File: src/rtl/insn_fmt_pkg.sv
package insn_fmt_pkg;
    localparam int CELL_W = 12;
    localparam int WIN_W  = 2 * CELL_W;
    localparam int OPC_W  = 6;
    localparam int REG_W  = 2;
    localparam int DISP_W = 15;
    localparam int HI_DISP_W = DISP_W - CELL_W;

    localparam logic [OPC_W-1:0] OPC_NONE  = 6'b000000;
    localparam logic [OPC_W-1:0] OPC_JCOND = 6'b001101;
    localparam logic [OPC_W-1:0] OPC_JSUB  = 6'b011000;

    typedef struct packed {
        logic              len2;
        logic              illegal;
        logic [OPC_W-1:0]  opcode;
        logic [REG_W-1:0]  dst;
        logic [REG_W-1:0]  src;
        logic              idx_en;
        logic [REG_W-1:0]  idx_sel;
        logic [DISP_W-1:0] disp;
        logic              jcond_en;
        logic [2:0]        jcond;
        logic              jsr;
        logic              xjump;
        logic              shift_en;
        logic [2:0]        shift_op;
        logic [CELL_W-1:0] shift_cnt;
        logic              oper_en;
        logic [1:0]        oper_op;
        logic              mode_set;
        logic              mode_chr;
        logic              mode_int;
    } dec_t;

    function automatic logic shift_kind_ok(input logic [2:0] k);
        return (k == 3'b000) || (k == 3'b001) || (k == 3'b010) ||
               (k == 3'b100) || (k == 3'b101);
    endfunction

    function automatic dec_t illegal_result();
        dec_t d;
        d = '0;
        d.illegal = 1'b1;
        return d;
    endfunction
endpackage

File: src/rtl/insn_mem_dec.sv
module insn_mem_dec
    import insn_fmt_pkg::*;
(
    input  logic [CELL_W-1:0] cell0,
    input  logic [CELL_W-1:0] cell1,
    output dec_t              res
);
    logic [OPC_W-1:0] opc;
    logic             xflag;
    logic [REG_W-1:0] fld;

    assign opc   = cell0[CELL_W-1 -: OPC_W];
    assign xflag = cell0[5];
    assign fld   = cell0[4:3];

    always_comb begin
        res = '0;
        if (opc == OPC_NONE) begin
            res = illegal_result();
        end else begin
            res.len2   = 1'b1;
            res.opcode = opc;
            res.disp   = {cell0[HI_DISP_W-1:0], cell1};
            if (opc == OPC_JCOND) begin
                if (cell0[5:3] == 3'b000) begin
                    res = illegal_result();
                end else begin
                    res.jcond_en = 1'b1;
                    res.jcond    = cell0[5:3];
                end
            end else if (opc == OPC_JSUB) begin
                if (!xflag) begin
                    res.jsr = 1'b1;
                    res.dst = fld;
                end else begin
                    res.xjump   = 1'b1;
                    res.idx_en  = 1'b1;
                    res.idx_sel = fld;
                end
            end else if (xflag) begin
                res.idx_en  = 1'b1;
                res.idx_sel = fld;
            end else begin
                res.dst = fld;
            end
        end
    end
endmodule

File: src/rtl/insn_short_dec.sv
module insn_short_dec
    import insn_fmt_pkg::*;
(
    input  logic [CELL_W-1:0] cell0,
    input  logic [CELL_W-1:0] cell1,
    output dec_t              res
);
    logic             ext_space;
    logic [OPC_W-1:0] ropc;

    assign ext_space = (cell0[11:8] == 4'hF);
    assign ropc      = cell0[9:4];

    always_comb begin
        res = '0;
        if (ext_space) begin
            if (cell0[7:5] == 3'b000 && shift_kind_ok(cell0[4:2])) begin
                res.len2      = 1'b1;
                res.shift_en  = 1'b1;
                res.shift_op  = cell0[4:2];
                res.dst       = cell0[1:0];
                res.shift_cnt = cell1;
            end else if (cell0[7:4] == 4'b0100) begin
                res.oper_en = 1'b1;
                res.oper_op = cell0[3:2];
                res.dst     = cell0[1:0];
            end else if (cell0[7:2] == 6'b011111) begin
                res.mode_set = 1'b1;
                res.mode_chr = cell0[1];
                res.mode_int = cell0[0];
            end else begin
                res = illegal_result();
            end
        end else if (ropc == OPC_NONE || ropc == OPC_JCOND || ropc == OPC_JSUB) begin
            res = illegal_result();
        end else begin
            res.opcode = ropc;
            res.dst    = cell0[3:2];
            res.src    = cell0[1:0];
        end
    end
endmodule

File: src/rtl/insn_fmt_decoder.sv
module insn_fmt_decoder
    import insn_fmt_pkg::*;
(
    input  logic                     clk,
    input  logic                     rst,
    input  logic                     in_valid,
    input  logic [2*CELL_W-1:0]      in_bits,
    output logic                     out_valid,
    output logic                     out_len2,
    output logic                     out_illegal,
    output logic [OPC_W-1:0]         out_opcode,
    output logic [REG_W-1:0]         out_dst,
    output logic [REG_W-1:0]         out_src,
    output logic                     out_idx_en,
    output logic [REG_W-1:0]         out_idx_sel,
    output logic [DISP_W-1:0]        out_disp,
    output logic                     out_jcond_en,
    output logic [2:0]               out_jcond,
    output logic                     out_jsr,
    output logic                     out_xjump,
    output logic                     out_shift_en,
    output logic [2:0]               out_shift_op,
    output logic [CELL_W-1:0]        out_shift_cnt,
    output logic                     out_oper_en,
    output logic [1:0]               out_oper_op,
    output logic                     out_mode_set,
    output logic                     out_mode_chr,
    output logic                     out_mode_int
);
    logic [CELL_W-1:0] cell0, cell1;
    dec_t mem_res, short_res, nxt, held;
    logic valid_q;

    assign cell0 = in_bits[WIN_W-1 -: CELL_W];
    assign cell1 = in_bits[CELL_W-1:0];

    insn_mem_dec   u_mem   (.cell0(cell0), .cell1(cell1), .res(mem_res));
    insn_short_dec u_short (.cell0(cell0), .cell1(cell1), .res(short_res));

    assign nxt = (cell0[11:10] == 2'b11) ? short_res : mem_res;

    always_ff @(posedge clk) begin
        if (rst) begin
            valid_q <= 1'b0;
            held    <= '0;
        end else begin
            valid_q <= in_valid;
            if (in_valid) held <= nxt;
        end
    end

    assign out_valid     = valid_q;
    assign out_len2      = held.len2;
    assign out_illegal   = held.illegal;
    assign out_opcode    = held.opcode;
    assign out_dst       = held.dst;
    assign out_src       = held.src;
    assign out_idx_en    = held.idx_en;
    assign out_idx_sel   = held.idx_sel;
    assign out_disp      = held.disp;
    assign out_jcond_en  = held.jcond_en;
    assign out_jcond     = held.jcond;
    assign out_jsr       = held.jsr;
    assign out_xjump     = held.xjump;
    assign out_shift_en  = held.shift_en;
    assign out_shift_op  = held.shift_op;
    assign out_shift_cnt = held.shift_cnt;
    assign out_oper_en   = held.oper_en;
    assign out_oper_op   = held.oper_op;
    assign out_mode_set  = held.mode_set;
    assign out_mode_chr  = held.mode_chr;
    assign out_mode_int  = held.mode_int;
endmodule

File: config.mk
export PLATFORM = sky130hd
export DESIGN_NAME = insn_fmt_decoder
export DESIGN_NICKNAME = d
export VERILOG_FILES = /design/src/rtl/insn_fmt_pkg.sv /design/src/rtl/insn_mem_dec.sv /design/src/rtl/insn_short_dec.sv /design/src/rtl/insn_fmt_decoder.sv
export SDC_FILE = /design/constraint.sdc
export NUM_CORES = 1
export LEC_CHECK = 0
export CORE_ASPECT_RATIO = 0.75
export CORE_UTILIZATION = 47
export CTS_CLUSTER_DIAMETER = 80
export DETAILED_ROUTE_END_ITERATION = 8
export DONT_BUFFER_PORTS = 1
export MAX_ROUTING_LAYER = met4
export PLACE_DENSITY = 0.73
export SLEW_MARGIN = 40
export SYNTH_ARGS = -nofsm -noshare
export SYNTH_HDL_FRONTEND = slang
export SYNTH_SLANG_ARGS = --single-unit
File: constraint.sdc
create_clock -name clk -period 2.1 [get_ports clk]
set_clock_uncertainty 0.1 [all_clocks]
set_input_delay 0 -clock clk [delete_from_list [all_inputs] [get_ports clk]]
set_output_delay 0 -clock clk [all_outputs]
set_load 0.03 [all_outputs]
Word level (Yosys, flattened, before mapping)
Index checks and enable logic that the tools add are counted.
{"block": "word_totals", "output_inout_bits": 59, "reg_bits": 59, "elab_cells": 76, "inputBits": 27}
{"block": "classes", "eq_ne": 12, "mux": 31, "reduce_logical": 12}
{"cell": "two-way mux 58 bit", "count": 3}
{"cell": "two-way mux 54 bit", "count": 1}
{"cell": "two-way mux 42 bit", "count": 1}
{"cell": "two-way mux 30 bit", "count": 1}
{"cell": "two-way mux 26 bit", "count": 1}
{"cell": "two-way mux 19 bit", "count": 1}
{"cell": "== test 6 x 5 -> 1 bit (second input constant)", "count": 3}
{"cell": "two-way mux 16 bit", "count": 1}
{"cell": "two-way mux 8 bit", "count": 2}
{"cell": "two-way mux 3 bit", "count": 5}
{"cell": "two-way mux 2 bit", "count": 7}
{"cell": "== test 6 x 4 -> 1 bit (second input constant)", "count": 2}
{"cell": "zero test 6 bit", "count": 2}
{"cell": "two-way mux 10 bit", "count": 1}
{"cell": "zero test 3 bit", "count": 3}
{"cell": "two-way mux 7 bit", "count": 1}
{"cell": "== test 3 bit (second input constant)", "count": 2}
{"cell": "logical OR 1 bit", "count": 6}
{"cell": "two-way mux 6 bit", "count": 1}
{"cell": "== test 4 x 3 -> 1 bit (second input constant)", "count": 1}
{"cell": "== test 4 bit (second input constant)", "count": 1}
{"cell": "two-way mux 1 bit", "count": 4}
{"cell": "two-way mux 4 bit", "count": 1}
{"cell": "== test 3 x 1 -> 1 bit (second input constant)", "count": 1}
{"cell": "3 further kinds", "count": 3}

Longest topological paths before layout
{"block": "depth", "word_depth": 9, "mapped_depth": 8, "depth_no_buf": 5}

Cells and area by module
A second synthesis with hierarchy kept.
{"block": "unflattened", "hier_cells": 503, "area_unflattened_um2": 4456.8}
{"mod": "insn_fmt_decoder", "area_each_um2": 3378.2, "instances": 1, "seq_area_each_um2": 1181.1, "cells_each": 338}
{"mod": "insn_short_dec", "area_each_um2": 588.1, "instances": 1, "seq_area_each_um2": 0.0, "cells_each": 90}
{"mod": "insn_mem_dec", "area_each_um2": 490.5, "instances": 1, "seq_area_each_um2": 0.0, "cells_each": 75}

Worst setup path before layout
No wires, ideal clock.
{"block": "synth_timing", "path_type": "input -> register", "startpoint": "input port in_bits[18]", "endpoint": "register held (netlist bit out_dst[1])", "path_slack_ps": 608, "path_stages": 6, "t_arrival_ps": 1258, "required_ps": 1866, "cell_sequence": "buf_2 or3_4 a2111oi_4 nor3_1 a22oi_1 o22ai_1"}
{"block": "synth_between", "elab_chain_len": 6}
{"item": "start, declared", "line": "insn_fmt_decoder.sv:7", "source": "input logic [2*CELL_W-1:0] in_bits,"}
{"item": "== test 6 x 4 -> 1 bit or zero test 6 bit (tied branches)", "line": "insn_short_dec.sv:34", "source": "end else if (ropc == OPC_NONE || ropc == OPC_JCOND || ropc == OPC_JSUB) begin"}
{"item": "logical OR 1 bit (2 in series)", "line": "insn_short_dec.sv:34"}
{"item": "two-way mux 10 bit", "line": "insn_short_dec.sv:34"}
{"item": "two-way mux 58 bit", "line": "insn_short_dec.sv:16", "source": "if (ext_space) begin"}
{"item": "two-way mux 58 bit *", "line": "insn_fmt_decoder.sv:40", "source": "assign nxt = (cell0[11:10] == 2'b11) ? short_res : mem_res;"}
{"item": "end signal, assigned", "line": "insn_fmt_decoder.sv:48", "source": "if (in_valid) held <= nxt;"}
{"item": "end, declared", "line": "insn_fmt_decoder.sv:31", "source": "dec_t mem_res, short_res, nxt, held;"}
Every way passes the cells marked *; elsewhere a longest branch is shown, timed or not.
A chain may end at the register's enable or synchronous reset.

Worst setup path in the final report
{"block": "layout_timing", "startpoint": "input port in_bits[16]", "endpoint": "register held (netlist bit out_opcode[2])"}
{"block": "layout_between", "elab_chain_len": 9}
{"item": "== test 3 x 1 -> 1 bit or zero test 3 bit (tied branches)", "line": "insn_fmt_pkg.sv:37", "source": "return (k == 3'b000) || (k == 3'b001) || (k == 3'b010) ||"}
{"item": "logical OR 1 bit (3 in series)", "line": "insn_fmt_pkg.sv:37"}
{"item": "logical OR 1 bit", "line": "insn_fmt_pkg.sv:38", "source": "(k == 3'b100) || (k == 3'b101);"}
{"item": "logical AND 1 bit", "line": "insn_short_dec.sv:17", "source": "if (cell0[7:5] == 3'b000 && shift_kind_ok(cell0[4:2])) begin"}
{"item": "two-way mux 7 bit", "line": "insn_short_dec.sv:17"}
{"item": "two-way mux 58 bit", "line": "insn_short_dec.sv:16"}
{"item": "two-way mux 58 bit *", "line": "insn_fmt_decoder.sv:40"}
Marked as above.

==> impl_results.md <==
* DR pass1 iterations at 9
* Cells after Synth at 264
* Crit-path most repeated cell: dlygate4sd3_1
* H-tree depth at 3
* Max capacitance violation total at 0
* Count of cell types in the netlist at 41
* R2R Path End: out_jcond[0]$_SDFFE_PP0P_
* Register Area at 0.001182 mm^2
* Lkg Pwr at 1.223 nW
* Reg power frac at 0.521
* CP Data Arrival Time at 2.14 ns
* Post-synth EDFFs at 0
* Cell family with most CP delay: buffers and inverters
* Input/output buffers at 0
* WL/cell at 19.19 um
* Worst r2r src: out_jcond[0]$_SDFFE_PP0P_
* Die X at 84.94 um
* Synth warnings at 0
* Number of global-route vias before repair at 2184
* Routing usage on met2 at 0.4183
* Max Slew Vio Count at 0
* Final setup violation count at 0
* Final worst-path setup slack at 0.1075 ns
* CTS tree: built
* Syn_nets at 291
* PwrDens at 757.4 mW/mm^2
* GR met1 Demand/Resource at 0.3291
* Final ANT Viol Nets at 0
* Floorplan Core Area at 0.004927 mm^2
* Post-synthesis sequential area ratio at 0.4871
* Pin count of the biggest net entering global routing at 44
* Post-Syn Area at 0.002425 mm^2
* Worst relative slew slack at 0.6261
* CP peak stage delay at 0.73 ns
* Avg Synthesized Cell Area at 9.185 um^2
* RSZ-0062 raised after global routing: false
* Multi-input logic area at 0.001134 mm^2
* Grt met3 use at 0.1253
* Slew @ Worst Pin at 0.5602 ns
* Die Y at 64.21 um
* Clock power share at 0.379
* Peak VDD IR at 0.5510 mV
* Buf/Inv on CP at 2
* Cells on worst reg2reg path at 4
* Hold path depth at 5
* Setup slack at placement at 0.5715 ns
* Global-route wire length before repair at 11.05 mm
* Worst setup SP type: input port
* Hpwl dp at 3.977 mm
* Status: complete, but fails checks
* Final worst-path cycle share at 0.9488
* Hold Crit Start: in_bits[16]
* Switching share of total power at 0.2858
* Worst endpoint required time at 2.25 ns
* Min-Delay Endpoint: out_mode_set$_SDFFE_PP0P_
* Switch Pwr at 679.5 uW
* Initial core utilization at 0.4921
* Gate power share at 0.099
* Main synth FF type: dfxtp_1
* Final hold vios at 0
* Synth area leader: dfxtp_1
* Fill cell count at 403
* Placer Congestion at 0.8825
* Share of layout cells above drive strength 1 at 0.1133
* Crit end category: flop
* Final TNS setup at 0 ns
* Worst skew pair latency at 0.33 ns
* Drt drc at 4
* Post-layout min period at 1.993 ns
* Final wirelength at 7.081 mm
* Gr busiest metal: met2
* Tot GR Track Use at 0.2767
* Violated checks: design-rule violations
* Total gr overflow at 0
* Cts bufs inserted at 9
* Reg clk slew, reported paths at 0.07 ns
* Internal cell power at 1.698 mW
* Starting DRT DRC Count at 232
* Via count at 2225
* CTS root buf: clkbuf_8
* Area growth syn-to-layout at 29.46%
* CTS Sinks at 59
* N_diodes at 0
* CP cell instances: dlygate4sd3_1, nor3_1, a21boi_2, a32oi_1, dlygate4sd3_1, a211oi_1
* Worst hold path type: input port to flop
* Reg2Reg Setup Slack at 0.16 ns
* Critical-path top delay cell: dlygate4sd3_1
* # IOs at 86
* Row count at 22
* Critical path fanouts, max at 8
* Via density at 6.030
* Clock Tree Buf Depth at 2
* Max Clk Rate at 0.5019 GHz
* FF+latch count, synth at 59
* Area after DPL at 0.002410 mm^2
* Die ar. at 0.005454 mm^2
* Layout Nets at 331
* Crit Path Class: input port to flop
* Largest cells by area after synthesis: dfxtp_1 (49%), nor2_1 (8.4%), a22oi_1 (8.0%)
* Antenna violations before repair at 0
* Synth top area share at 0.4871
* Asr flop ratio synth at 0
* Final Cell Area at 0.003139 mm^2
==> Yosys cell counts (2+ instances only) <==
library cell  number
o21ai_0            3
inv_1              3
mux2i_1           15
buf_4              4
or2_2              2
buf_2              6
clkbuf_1          14
a21oi_1           11
nor4b_1            2
a311oi_1           2
o211ai_1           2
a32oi_1            4
nor2b_1            2
nand2_1           15
nor2_1            54
nor3_1             4
a22o_1             2
dfxtp_1           59
nand3_1            7
o22ai_1            3
nand2b_1           3
nor4_1             3
a22oi_1           26
==> power by group through the flow <==
stage | registers, mW | clock network (mW) | logic [mW]
3_3_place_gp | 1.26 | 0 | 0.120
6_report | 1.24 | 0.902 | 0.236
3_5_place_dp | 1.26 | 0 | 0.123
5_1_grt | 1.24 | 0.993 | 0.255
2_1_floorplan | 1.26 | 0 | 0.147
4_1_cts | 1.24 | 0.932 | 0.229
==> area by class of cell <==
class                      count  area share
clock buffer                   9     0.03946
multi-input combinational    178      0.3611
tap                           60     0.02391
timing repair buffer          53      0.1786
sequential                    59      0.3766
clock inverter                 7     0.01674
inverter                       3    0.003587
==> metrics by stage <==
step | power [mW] | hold slack [ns] | util | instances
3_3_place_gp | 1.384 | -0.02404 | 0.4891 | 303
6_report | 2.378 | 0.02583 | 0.6371 | 369
2_1_floorplan | 1.404 | 0.04408 | - | 264
3_5_place_dp | 1.388 | -0.02149 | 0.4891 | 303
4_1_cts | 2.400 | 0.003912 | 0.6326 | 369
5_1_grt | 2.491 | 0.05403 | 0.6371 | 369
==> worst max path at each step <==
stage,start,to,depth (start not counted)
floorplan,in_bits[18],out_dst[1]$_SDFFE_PP0P_,6
global placement,in_bits[19],out_disp[14]$_SDFFE_PP0P_,5
detailed placement,in_bits[19],out_disp[0]$_SDFFE_PP0P_,5
CTS,in_bits[22],out_jcond[0]$_SDFFE_PP0P_,7
global route,in_bits[15],out_opcode[2]$_SDFFE_PP0P_,6
finish,in_bits[16],out_opcode[2]$_SDFFE_PP0P_,6
==> per-layer routing <==
metal  up-vias  share of wire
li1       1025              -
met1      1027           0.39
met2       145           0.47
met3        28           0.12
met4         0          0.021
met5         -              0
==> worst register-to-register path, stage by stage (launching register included) <==
cell,delay [ns]
dfxtp_2,0.38
a22oi_1,0.19
dlygate4sd3_1,0.57
nor2_1,0.04
dlygate4sd3_1,0.55
==> cells in the final DEF, fill, tap and decap left out, drive strengths merged, types with 2 or more instances in the layout <==
cell           n
dfxtp         59
nor2          54
dlygate4sd3   44
a22oi         26
mux2i         15
nand2         15
a21oi         11
clkbuf         9
nand3          7
buf            6
inv            5
a32oi          4
nor3           4
clkinv         4
nand2b         3
nor4           3
o21ai          3
o22ai          3
dlymetal6s4s   3
nor4b          3
or2            2
nor2b          2
a311oi         2
o211ai         2
a22o           2
and2           2
nand4          2
==> state kept, by name (all words and copies together), names as in the netlist <==
| name | cells |
|---|---|
| out_disp | 15 |
| out_shift_cnt | 12 |
| out_opcode | 6 |
| out_jcond | 3 |
| out_shift_op | 3 |
| out_dst | 2 |
| out_idx_sel | 2 |
| out_oper_op | 2 |
| out_src | 2 |
| out_idx_en | 1 |
| out_illegal | 1 |
| out_jcond_en | 1 |
| out_jsr | 1 |
| out_len2 | 1 |
| out_mode_chr | 1 |
| out_mode_int | 1 |
| out_mode_set | 1 |
| out_oper_en | 1 |
| out_shift_en | 1 |
| out_valid | 1 |
| out_xjump | 1 |
==> what timing repair did <==
item	in CTS	in global routing
endpoints found under the setup margin	0	3
endpoints found under the hold margin	59	0
setup buffers	0	0
resized for setup	0	8
hold buffers	50	0
==> kinds of logic (layout without fill, tap and decap cells) <==
kind of cell,after synthesis,in the layout,synth area share
compound gates,63,63,0.1997
mux,15,15,0.06192
buf+inv,27,72,0.05108
simple gates,100,100,0.2002
flops,59,59,0.4871
(Power assumes the default switching activity.)
